### src/rtl/mac_irq_pkg.sv
package mac_irq_pkg;
  localparam int unsigned DW = 32;

  // Status positions (transmit half 31:16, receive half 15:0)
  localparam int unsigned B_RX_IRQ     = 0;
  localparam int unsigned B_RX_LONG    = 3;
  localparam int unsigned B_RX_GOOD    = 4;
  localparam int unsigned B_RX_MAXLEN  = 8;
  localparam int unsigned B_RX_EARLY   = 9;
  localparam int unsigned B_RX_NODESC  = 10;
  localparam int unsigned B_RX_BUSERR  = 11;
  localparam int unsigned B_TX_IRQ     = 16;
  localparam int unsigned B_TX_DONE    = 18;
  localparam int unsigned B_TX_NODESC  = 23;
  localparam int unsigned B_TX_BUSERR  = 24;

  localparam logic [DW-1:0] STS_MASK_DEF =
      (DW'(1) << B_RX_IRQ)    | (DW'(1) << B_RX_LONG)   |
      (DW'(1) << B_RX_GOOD)   | (DW'(1) << B_RX_MAXLEN) |
      (DW'(1) << B_RX_EARLY)  | (DW'(1) << B_RX_NODESC) |
      (DW'(1) << B_RX_BUSERR) | (DW'(1) << B_TX_IRQ)    |
      (DW'(1) << B_TX_DONE)   | (DW'(1) << B_TX_NODESC) |
      (DW'(1) << B_TX_BUSERR);

  localparam logic [DW-1:0] EN_MASK_DEF =
      (DW'(1) << B_RX_IRQ) | (DW'(1) << B_RX_GOOD) |
      (DW'(1) << B_TX_IRQ) | (DW'(1) << B_TX_DONE);

  typedef enum logic {
    SEL_STATUS = 1'b0,
    SEL_ENABLE = 1'b1
  } reg_sel_e;

  // Next value of one sticky bit: a set beats a clear.
  function automatic logic sticky_next(logic cur, logic set, logic clr);
    return (cur & ~clr) | set;
  endfunction

  // Any enabled-and-pending bit in a slice.
  function automatic logic any_pending(logic [DW/2-1:0] sts, logic [DW/2-1:0] en);
    return |(sts & en);
  endfunction
endpackage

### src/rtl/mac_irq_status.sv
module mac_irq_status #(
  parameter int unsigned   W    = 32,
  parameter logic [W-1:0]  IMPL = '1
) (
  input  logic         clk,
  input  logic         rst_n,
  input  logic         sw_rst,
  input  logic [W-1:0] evt,
  input  logic [W-1:0] clr,
  output logic [W-1:0] sts_q
);
  import mac_irq_pkg::*;

  // Named internal events for the assertions
  logic [W-1:0] set_hit;
  logic [W-1:0] clr_hit;
  logic [W-1:0] collide;

  assign set_hit = evt & IMPL;
  assign clr_hit = clr & IMPL & ~set_hit;
  assign collide = evt & clr & IMPL;

  for (genvar b = 0; b < W; b++) begin : g_bit
    if (IMPL[b]) begin : g_on
      always_ff @(posedge clk or negedge rst_n) begin
        if (!rst_n)      sts_q[b] <= 1'b0;
        else if (sw_rst) sts_q[b] <= 1'b0;
        else             sts_q[b] <= sticky_next(sts_q[b], set_hit[b], clr[b]);
      end
    end else begin : g_off
      assign sts_q[b] = 1'b0;
    end
  end

  AST_SET_LATCHES: assert property (@(posedge clk) disable iff (!rst_n)
    (!sw_rst && |set_hit) |=> ((sts_q & $past(set_hit)) == $past(set_hit)));
  AST_CLEAR_TAKES: assert property (@(posedge clk) disable iff (!rst_n)
    (!sw_rst && |clr_hit) |=> ((sts_q & $past(clr_hit)) == '0));
  AST_SET_BEATS_CLEAR: assert property (@(posedge clk) disable iff (!rst_n)
    (!sw_rst && |collide) |=> ((sts_q & $past(collide)) == $past(collide)));
  AST_QUIET_HOLDS: assert property (@(posedge clk) disable iff (!rst_n)
    (!sw_rst && evt == '0 && clr == '0) |=> $stable(sts_q));
  AST_NO_GHOST_BITS: assert property (@(posedge clk) disable iff (!rst_n)
    (sts_q & ~IMPL) == '0);
  AST_SWRST_STATUS: assert property (@(posedge clk) disable iff (!rst_n)
    sw_rst |=> (sts_q == '0));
endmodule

### src/rtl/mac_irq_enable.sv
module mac_irq_enable #(
  parameter int unsigned   W    = 32,
  parameter logic [W-1:0]  IMPL = '1
) (
  input  logic         clk,
  input  logic         rst_n,
  input  logic         sw_rst,
  input  logic         wr,
  input  logic [W-1:0] wdata,
  output logic [W-1:0] en_q
);
  for (genvar b = 0; b < W; b++) begin : g_bit
    if (IMPL[b]) begin : g_on
      always_ff @(posedge clk or negedge rst_n) begin
        if (!rst_n)      en_q[b] <= 1'b0;
        else if (sw_rst) en_q[b] <= 1'b0;
        else if (wr)     en_q[b] <= wdata[b];
      end
    end else begin : g_off
      assign en_q[b] = 1'b0;
    end
  end

  AST_EN_LOADS: assert property (@(posedge clk) disable iff (!rst_n)
    (wr && !sw_rst) |=> (en_q == ($past(wdata) & IMPL)));
  AST_EN_KEEPS: assert property (@(posedge clk) disable iff (!rst_n)
    (!wr && !sw_rst) |=> $stable(en_q));
  AST_SWRST_ENABLE: assert property (@(posedge clk) disable iff (!rst_n)
    sw_rst |=> (en_q == '0));
endmodule

### src/rtl/mac_irq_merge.sv
module mac_irq_merge #(
  parameter int unsigned W = 32
) (
  input  logic         clk,
  input  logic         rst_n,
  input  logic [W-1:0] sts,
  input  logic [W-1:0] en,
  output logic         irq_hi,
  output logic         irq_lo
);
  import mac_irq_pkg::*;
  localparam int unsigned H = W / 2;

  assign irq_hi = any_pending(sts[W-1:H], en[W-1:H]);
  assign irq_lo = any_pending(sts[H-1:0], en[H-1:0]);

  AST_HI_HAS_SOURCE: assert property (@(posedge clk) disable iff (!rst_n)
    irq_hi |-> (|sts[W-1:H] && |en[W-1:H]));
  AST_LO_HAS_SOURCE: assert property (@(posedge clk) disable iff (!rst_n)
    irq_lo |-> (|sts[H-1:0] && |en[H-1:0]));
  AST_MASKED_SILENT: assert property (@(posedge clk) disable iff (!rst_n)
    (en == '0) |-> (!irq_hi && !irq_lo));
endmodule

### src/rtl/mac_irq_hub.sv
module mac_irq_hub #(
  parameter int unsigned                   DW       = mac_irq_pkg::DW,
  parameter logic [mac_irq_pkg::DW-1:0]    STS_IMPL = mac_irq_pkg::STS_MASK_DEF,
  parameter logic [mac_irq_pkg::DW-1:0]    EN_IMPL  = mac_irq_pkg::EN_MASK_DEF
) (
  input  logic          clk,
  input  logic          rst_n,
  input  logic          sw_rst,
  input  logic [DW-1:0] evt_pulse,
  input  logic          reg_wr,
  input  logic          reg_sel,
  input  logic [DW-1:0] reg_wdata,
  output logic [DW-1:0] reg_rdata,
  output logic          irq_tx,
  output logic          irq_rx
);
  import mac_irq_pkg::*;

  logic          wr_status;
  logic          wr_enable;
  logic [DW-1:0] clr_vec;
  logic [DW-1:0] sts_q;
  logic [DW-1:0] en_q;

  assign wr_status = reg_wr && (reg_sel == SEL_STATUS);
  assign wr_enable = reg_wr && (reg_sel == SEL_ENABLE);
  assign clr_vec   = wr_status ? reg_wdata : '0;

  mac_irq_status #(.W(DW), .IMPL(STS_IMPL)) u_status (
    .clk(clk), .rst_n(rst_n), .sw_rst(sw_rst),
    .evt(evt_pulse), .clr(clr_vec), .sts_q(sts_q)
  );

  mac_irq_enable #(.W(DW), .IMPL(EN_IMPL)) u_enable (
    .clk(clk), .rst_n(rst_n), .sw_rst(sw_rst),
    .wr(wr_enable), .wdata(reg_wdata), .en_q(en_q)
  );

  mac_irq_merge #(.W(DW)) u_merge (
    .clk(clk), .rst_n(rst_n), .sts(sts_q), .en(en_q),
    .irq_hi(irq_tx), .irq_lo(irq_rx)
  );

  assign reg_rdata = (reg_sel == SEL_ENABLE) ? en_q : sts_q;

  AST_ENABLE_WRITE_SPARES_STATUS: assert property (@(posedge clk) disable iff (!rst_n)
    (wr_enable && !sw_rst && evt_pulse == '0) |=> $stable(sts_q));
  AST_STATUS_WRITE_SPARES_ENABLE: assert property (@(posedge clk) disable iff (!rst_n)
    (wr_status && !sw_rst) |=> $stable(en_q));
endmodule

### config.mk
export PLATFORM = sky130hd
export DESIGN_NAME = mac_irq_hub
export DESIGN_NICKNAME = d
export VERILOG_FILES = /design/src/rtl/mac_irq_pkg.sv /design/src/rtl/mac_irq_status.sv /design/src/rtl/mac_irq_enable.sv /design/src/rtl/mac_irq_merge.sv /design/src/rtl/mac_irq_hub.sv
export SDC_FILE = /design/constraint.sdc
export NUM_CORES = 1
export LEC_CHECK = 0
export BUFFER_PORTS_ARGS = -buffer_cell sky130_fd_sc_hd__clkbuf_2
export CORE_UTILIZATION = 30
export CTS_BUF_LIST = sky130_fd_sc_hd__clkbuf_8
export CTS_CLUSTER_DIAMETER = 30
export DETAILED_ROUTE_END_ITERATION = 8
export GPL_TIMING_DRIVEN = 0
export PLACE_DENSITY = 0.62
export SLEW_MARGIN = 30
export SYNTH_ARGS = -nofsm -noshare
export SYNTH_HDL_FRONTEND = slang
export SYNTH_HIERARCHICAL = 1
export SYNTH_SLANG_ARGS = --single-unit
### constraint.sdc
create_clock -name clk -period 1.2 [get_ports clk]
set_clock_uncertainty 0.15 [all_clocks]
set_input_delay 0.18 -clock clk [delete_from_list [all_inputs] [get_ports clk]]
set_output_delay 0.18 -clock clk [all_outputs]
set_load 0.01 [all_outputs]
### Word level (Yosys, flattened, before mapping)

Cells that the tools add are included.

* input bits: 69
* output and inout bits: 34
* word-level logic and storage cells: 77
* flip-flop bits (word level): 15

* muxes and demuxes: 21
* bitwise operators: 36
* reduce and logical (&&, ||, !) cells: 5

Operators with widths (number)
* 25-bit two-way mux: 2
* 16-bit OR reduction: 2
* 1-bit two-way mux: 19
* 12-bit by 5-bit AND with 12-bit output: 1
* 1-bit inverter: 12
* 1-bit AND: 11
* 1-bit OR: 11
* 9-bit by 3-bit AND with 9-bit output: 1
* 1-bit logical AND: 2
* 2-bit nonzero test: 1

### Longest topological paths before layout

Gate-level depths: netlist (run 1).

* depth in word-level cells: 7
* depth in mapped cells: 6
* depth with buffers taken out: 3

### Cells and area by module

Netlist (run 1), hierarchy kept.

By module, submodules not included
* mac_irq_hub: cells an instance 75, area each 775.7 um2, instances 1, sequential area each 0.0 um2
* mac_irq_status: cells an instance 67, area each 650.6 um2, instances 1, sequential area each 275.3 um2
* mac_irq_enable: cells an instance 42, area each 374.1 um2, instances 1, sequential area each 100.1 um2
* mac_irq_merge: cells an instance 18, area each 202.7 um2, instances 1, sequential area each 0.0 um2

### Worst setup path before layout (run 1)

OpenSTA, ideal clock, no wires.

* kind: flip-flop to output port
* start point: register u_status.sts_q[16]
* end point: output irq_tx
* path slack: -53 ps
* stages on the path, launching flop included: 4
* required time: 870 ps
* arrival time: 923 ps
* buffers on the path: 0
* cell sequence: dfrtp_1 a22o_1 a221oi_2 nand4_1

* word-level cells in the longest chain between the ends: 2

Ends and longest elaborated chain
* start: declaration: line mac_irq_status.sv:10 `output logic [W-1:0] sts_q`
* start signal: indexed assignment: line mac_irq_status.sv:28 `else sts_q[b] <= sticky_next(sts_q[b], set_hit[b], clr[b]);`
* 9-bit by 3-bit AND with 9-bit output: line mac_irq_pkg.sv:41 `return |(sts & en);`
* 16-bit OR reduction: line mac_irq_pkg.sv:41
* end: declaration: line mac_irq_hub.sv:14 `output logic irq_tx,`

No other way between the ends.

### Worst setup path after layout (run 1)

* start point: register u_status.sts_q[0]
* end point: output irq_rx

* word-level cells in the longest chain between the ends: 2

Ends and longest elaborated chain
* 12-bit by 5-bit AND with 12-bit output: line mac_irq_pkg.sv:41
* 16-bit OR reduction: line mac_irq_pkg.sv:41
* end: declaration: line mac_irq_hub.sv:15 `output logic irq_rx`

No other way between the ends.

==> reports/qor.yml, run 1 <==
fin_nets: 361
swShare_pct: 30.0
outcome: "finished with violations"
drtIter0Drc: 35
whs_ns: 0.00245
fmax_ghz: 0.591
worstReg2RegEnd: "u_status/sts_q[10]"
seq_area_sq_um: 375
peakVddDrop_mv: 0.337
layout-drive-gt1-share_pct: 55.7
grt-ovfl-total: 0
hold_path_class: "in2reg"
synth_area_per_cell_sq_um: 10.1
wl_mm: 4.00
ios: 103
ff2ff_path_depth: 4
power.density_nw_per_um2: 672
power_frac_clock_pct: 23.7
die_h_microns: 79.9
cp.arrival_ns: 1.36
drt.antenna.violating_nets: 0
power.switching_mw: 0.516
clockBufferDepth: 2
portBuffers: 38
hold_viol_final: 0
finalCriticalPeriod_ns: 1.69
antenna_found_initial: 0
wl_per_cell_microns: 11.0
cp_data_required_time_ns: 0.87
initial_utilization_pct: 32.1
maxCapViolCount: 0
multi_input_area_sq_um: 1140
final_common_cell: "buf_4"
grtUsageMet2_pct: 24.3
cts.sinks: 15
startpoint: "u_status/sts_q[0]"
internal_power_mw: 1.20
cpPeakStageDelay_ns: 0.39
drc: 0
cts_buffers: 3
slowest_stage: "dfrtp_1"
mappedNetlistArea_sq_um: 1820
n_antenna_cell: 0
place_congestion: 0.759
final.setup.tns_ns: -2.91
first_global_vias: 1429
p_leak_nw: 1.44
final.setup.worst_slack_ns: -0.492
syn_to_final_growth_pct: 40.4
num_vias: 1401
cts.htree.levels: 1
num-fill-cells: 569
utilization_pct: 45.0
grt-busiest-layer: "met2"
core_sq_um: 5680
rrSetupSlack_ns: 0.18
whs_path_depth: 3
netlist_instances: 181
crit_type: "reg2out"
violations: "negative setup slack"
drv_slew: 0
worstPathMaxFanout: 2
viasPerCell: 3.86
cp-end-kind: "output pin"
grt_start_max_net_pins: 16
dp_hpwl_mm: 3.09
hp-start: "evt_pulse[23]"
min_to: "u_status/sts_q[23]"
rsz0062_at_grt: "yes"
track_usage_pct: 13.6
worstPathCellList: "a22o_1 -> a221oi_2 -> nand4_1 -> clkbuf_2"
die_area_sq_um: 6380
clk_latency_ns: 0.24
path_clk_slew_ns: 0.06
sequentialPowerShare_pct: 32.6
fin_crit_sh_pct: 141
startpoint_type: "register"
use_met1_pct: 16.4
setup_violations: 13
drt_pass1_iterations: 4
die_w_microns: 79.9
grt.met3_usage_pct: 1.94
grt_pass1_wl_mm: 6.67
reg2reg_from: "u_status/sts_q[10]"
num_rows: 27
ys_warn_count: 6
mostFrequentLayoutCells: "buf_4, conb_1, clkbuf_2"
cts_root_buf: "clkbuf_8"
pwr-share-comb_pct: 43.7
place_ws_ns: -0.249
cts_tree: "done"
## layer usage
layer,share of wire (%),routed length [microns],vias up
met1,43,1730,624
met2,53,2100,27
li1,-,-,745
met5,0,0,-
met3,3.2,129,5
met4,1.0,42,0
## power groups by stage
stage	registers, mW	clock network, mW	logic [mW]
final	0.560	0.407	0.751
after global routing	0.564	0.446	0.824
after CTS	0.560	0.418	0.693
after detailed placement	0.577	0	0.626
after global placement	0.575	0	0.624
after floorplan	0.567	0	0.509
## state kept, by name, summed over array words and instances, names as in the netlist
name and cells:
u_enable/en_q 4, u_status/sts_q 11
## what timing repair did
action | in CTS | in global routing
hold buffers | 8 | 0
resized for setup | 3 | 17
buffers inserted | 10 | 4
pin swaps | 3 | 0
gates cloned | 0 | 0
endpoints found under the setup margin | 13 | 13
endpoints found under the hold margin | 22 | 0
## area by class of cell
cell class | count | area share (%)
Multi-Input combinational cell | 141 | 44.7
Buffer | 61 | 17.6
Timing Repair Buffer | 59 | 16.2
Sequential cell | 15 | 14.7
Tap cell | 72 | 3.53
Clock buffer | 3 | 1.62
Inverter | 11 | 1.62
Clock inverter | 1 | 0.147
## through the flow
step | std cells | cell area, sq um | power (mW)
after floorplan | 228 | 2000 | 1.08
after CTS | 360 | 2490 | 1.67
final | 363 | 2550 | 1.72
after global placement | 338 | 2280 | 1.20
after global routing | 363 | 2550 | 1.83
after detailed placement | 338 | 2280 | 1.20
## worst max-delay path by stage
stage          endpoint  slack (ns)  cells after the start
2_1_floorplan    irq_tx       -0.05                      3
3_3_place_gp     irq_rx       -0.23                      4
3_5_place_dp     irq_tx       -0.25                      4
4_1_cts          irq_tx       -0.51                      4
5_1_grt          irq_tx       -0.56                      4
6_report         irq_rx       -0.49                      4
## critical path: cells and delay by family, from the launching register on
kind	cells	cell delay, ns
buf+inv	1	0.14
compound gates	2	0.48
simple gates	1	0.12
flops	1	0.39
Power figures use the tool's default switching activity.
==> inputs of run 2 (changes only) <==
--- a/config.mk
+++ b/config.mk
@@ -6,12 +6,13 @@
 export NUM_CORES = 1
 export LEC_CHECK = 0
 export BUFFER_PORTS_ARGS = -buffer_cell sky130_fd_sc_hd__clkbuf_2
+export CORE_ASPECT_RATIO = 0.75
 export CORE_UTILIZATION = 30
 export CTS_BUF_LIST = sky130_fd_sc_hd__clkbuf_8
 export CTS_CLUSTER_DIAMETER = 30
 export DETAILED_ROUTE_END_ITERATION = 8
 export GPL_TIMING_DRIVEN = 0
-export PLACE_DENSITY = 0.62
+export PLACE_DENSITY = 0.6
 export SLEW_MARGIN = 30
 export SYNTH_ARGS = -nofsm -noshare
 export SYNTH_HDL_FRONTEND = slang
==> constraint.sdc (replaced) <==
create_clock -name clk -period 2.1 [get_ports clk]
set_clock_uncertainty 0.15 [all_clocks]
set_input_delay 0.63 -clock clk [delete_from_list [all_inputs] [get_ports clk]]
set_output_delay 0.63 -clock clk [all_outputs]
set_load 0.01 [all_outputs]
==> reports/qor.yml, run 2 (synthesis gave the netlist of run 1 again) <==
outcome: "finished with violations"
violations: "negative setup slack"
die_area_sq_um: 6380  # about the same
p_leak_nw: 1.36  # -5.5%
drtIter0Drc: 29  # -17%
fin_crit_sh_pct: 100
rsz0062_at_grt: "yes"
hold_viol_final: 0  # unchanged
cp-end-kind: "output pin"
startpoint_type: "register"
power_frac_clock_pct: 24.3  # +0.6 points
dp_hpwl_mm: 3.15  # +1.8%
cts.sinks: 15  # unchanged
portBuffers: 38  # unchanged
cp_top_family: "compound AO/OA/AOI/OAI gates"
wl_per_cell_microns: 10.6  # -3.6%
track_usage_pct: 12.6  # -1.0 points
num_rows: 24  # -11%
internal_power_mw: 0.658  # -45%
core_sq_um: 5830  # +2.6%
antenna_found_initial: 0  # unchanged
mostFrequentLayoutCells: "buf_4, conb_1, clkbuf_2"
slowest_stage: "dfrtp_1"
grt-ovfl-total: 0  # unchanged
place_congestion: 0.755  # -0.58%
drc: 0  # unchanged
final.setup.tns_ns: -0.00705  # +2.91 ns
wl_mm: 3.77  # -5.7%
final.setup.worst_slack_ns: -0.00705  # +0.485 ns
maxCapViolCount: 0  # unchanged
cp_num_buf_inv: 1  # unchanged
peakVddDrop_mv: 0.231  # -32%
setup_violations: 1  # -12
first_global_vias: 1355  # -5.2%
num_vias: 1353  # -3.4%
cts_buffers: 3  # unchanged
drv_slew: 0  # unchanged
drt.antenna.violating_nets: 0  # unchanged
cts_root_buf: "clkbuf_8"
die_w_microns: 91.9  # +15%
fmax_ghz: 0.475
grt_pass1_wl_mm: 6.31  # -5.4%
cp.arrival_ns: 1.33  # -0.03 ns
drt_pass1_iterations: 4  # unchanged
worstPathMaxFanout: 2  # unchanged
initial_utilization_pct: 31.2  # -0.83 points
worstPathCellList: "a22o_1 -> a221oi_2 -> nand4_1 -> clkbuf_2"
finalCriticalPeriod_ns: 2.11
pwr-share-comb_pct: 41.4  # -2.3 points
cts_tree: "done"
crit_type: "reg2out"
swShare_pct: 30.0  # -0.090 points
grt_start_max_net_pins: 16  # unchanged
clockBufferDepth: 2  # unchanged
viasPerCell: 3.81  # -1.2%
regMostFlops: "u_status/sts_q"
die_h_microns: 69.4  # -13%
cts.htree.levels: 1  # unchanged
ios: 103  # unchanged
cp_data_required_time_ns: 1.32  # +0.45 ns
syn_to_final_growth_pct: 32.1
path_clk_slew_ns: 0.06  # about the same
utilization_pct: 41.3  # -3.8 points
largest_reg_flops: 11  # unchanged
layout-drive-gt1-share_pct: 56.3  # +0.65 points
n_antenna_cell: 0  # unchanged
holdBufCountCts: 0  # -8
cpPeakStageDelay_ns: 0.37  # -0.02 ns
top_regs: "u_status/sts_q x11, u_enable/en_q x4"
power.switching_mw: 0.281  # -46%
hold_path_class: "in2async"
sequentialPowerShare_pct: 34.3  # +1.7 points
whs_ns: 0.150  # +0.148 ns
power.density_nw_per_um2: 391  # -42%
fin_nets: 347  # -3.9%
final_common_cell: "buf_4"
clk_latency_ns: 0.24  # about the same
## run 2: changes by cell type in the layout (fill, tap and decap cells not counted), sizes merged
cell / change
buf: -11
dlygate4sd3: -8
clkbuf: +5
## run 2: layer usage
metal | GRT usage (%) | vias to the layer above | part of all wire [%] | routed length [microns]
met1 | 17.0 | 605 | 48 | 1820
li1 | - | 718 | - | -
met2 | 21.1 | 28 | 47 | 1770
met5 | 0 | - | 0 | 0
met4 | 0.694 | 0 | 0.11 | 4
met3 | 3.18 | 2 | 4.6 | 173
## run 2: cell type report
class | instances | area (sq um)
sequential | 15 | 375
multi-input combinational | 141 | 1130
clock inverter | 1 | 3.75
tap | 78 | 97.6
clock buffer | 3 | 41.3
timing repair buffer | 46 | 256
inverter | 11 | 41.3
buffer | 60 | 458
fill | 619 | 3420
## run 2: worst paths after layout
check / from / end / slack, ns / cells after the start
setup / recovery: u_enable/en_q[0] / irq_rx / -0.007 / 4
hold / removal: rst_n / u_status/sts_q[3] / 0.15 / 1
setup reg to reg: u_enable/en_q[0] / u_enable/en_q[0] / 1.15 / 3
hold reg to reg: u_enable/en_q[18] / u_enable/en_q[18] / 0.41 / 2
max in group asynchronous: rst_n / u_status/sts_q[18] / 1.36 / 1
min in group clk: u_enable/en_q[18] / u_enable/en_q[18] / 0.41 / 2
## run 2: power groups by stage
| stage | registers (mW) | clock network, mW | logic (mW) |
|---|---|---|---|
| 6_report | 0.322 | 0.228 | 0.389 |
| 5_1_grt | 0.325 | 0.252 | 0.428 |
| 4_1_cts | 0.323 | 0.234 | 0.383 |
| 3_5_place_dp | 0.330 | 0 | 0.360 |
| 3_3_place_gp | 0.329 | 0 | 0.357 |
| 2_1_floorplan | 0.324 | 0 | 0.291 |
## run 2: stage by stage
stage | cells | power [mW] | instance area [sq um] | worst slack [ns]
global route | 355 | 1.01 | 2400 | -0.107
detailed placement | 344 | 0.689 | 2280 | -0.117
CTS | 356 | 0.940 | 2420 | -0.0226
global placement | 344 | 0.687 | 2280 | -0.120
finish | 355 | 0.939 | 2400 | -0.00705
floorplan | 228 | 0.615 | 2000 | 0.0965
## run 2: repair_timing
item,CTS,global route
pin swaps,3,1
gates resized for setup,7,2
setup endpoints to repair,11,3
buffers inserted,8,0
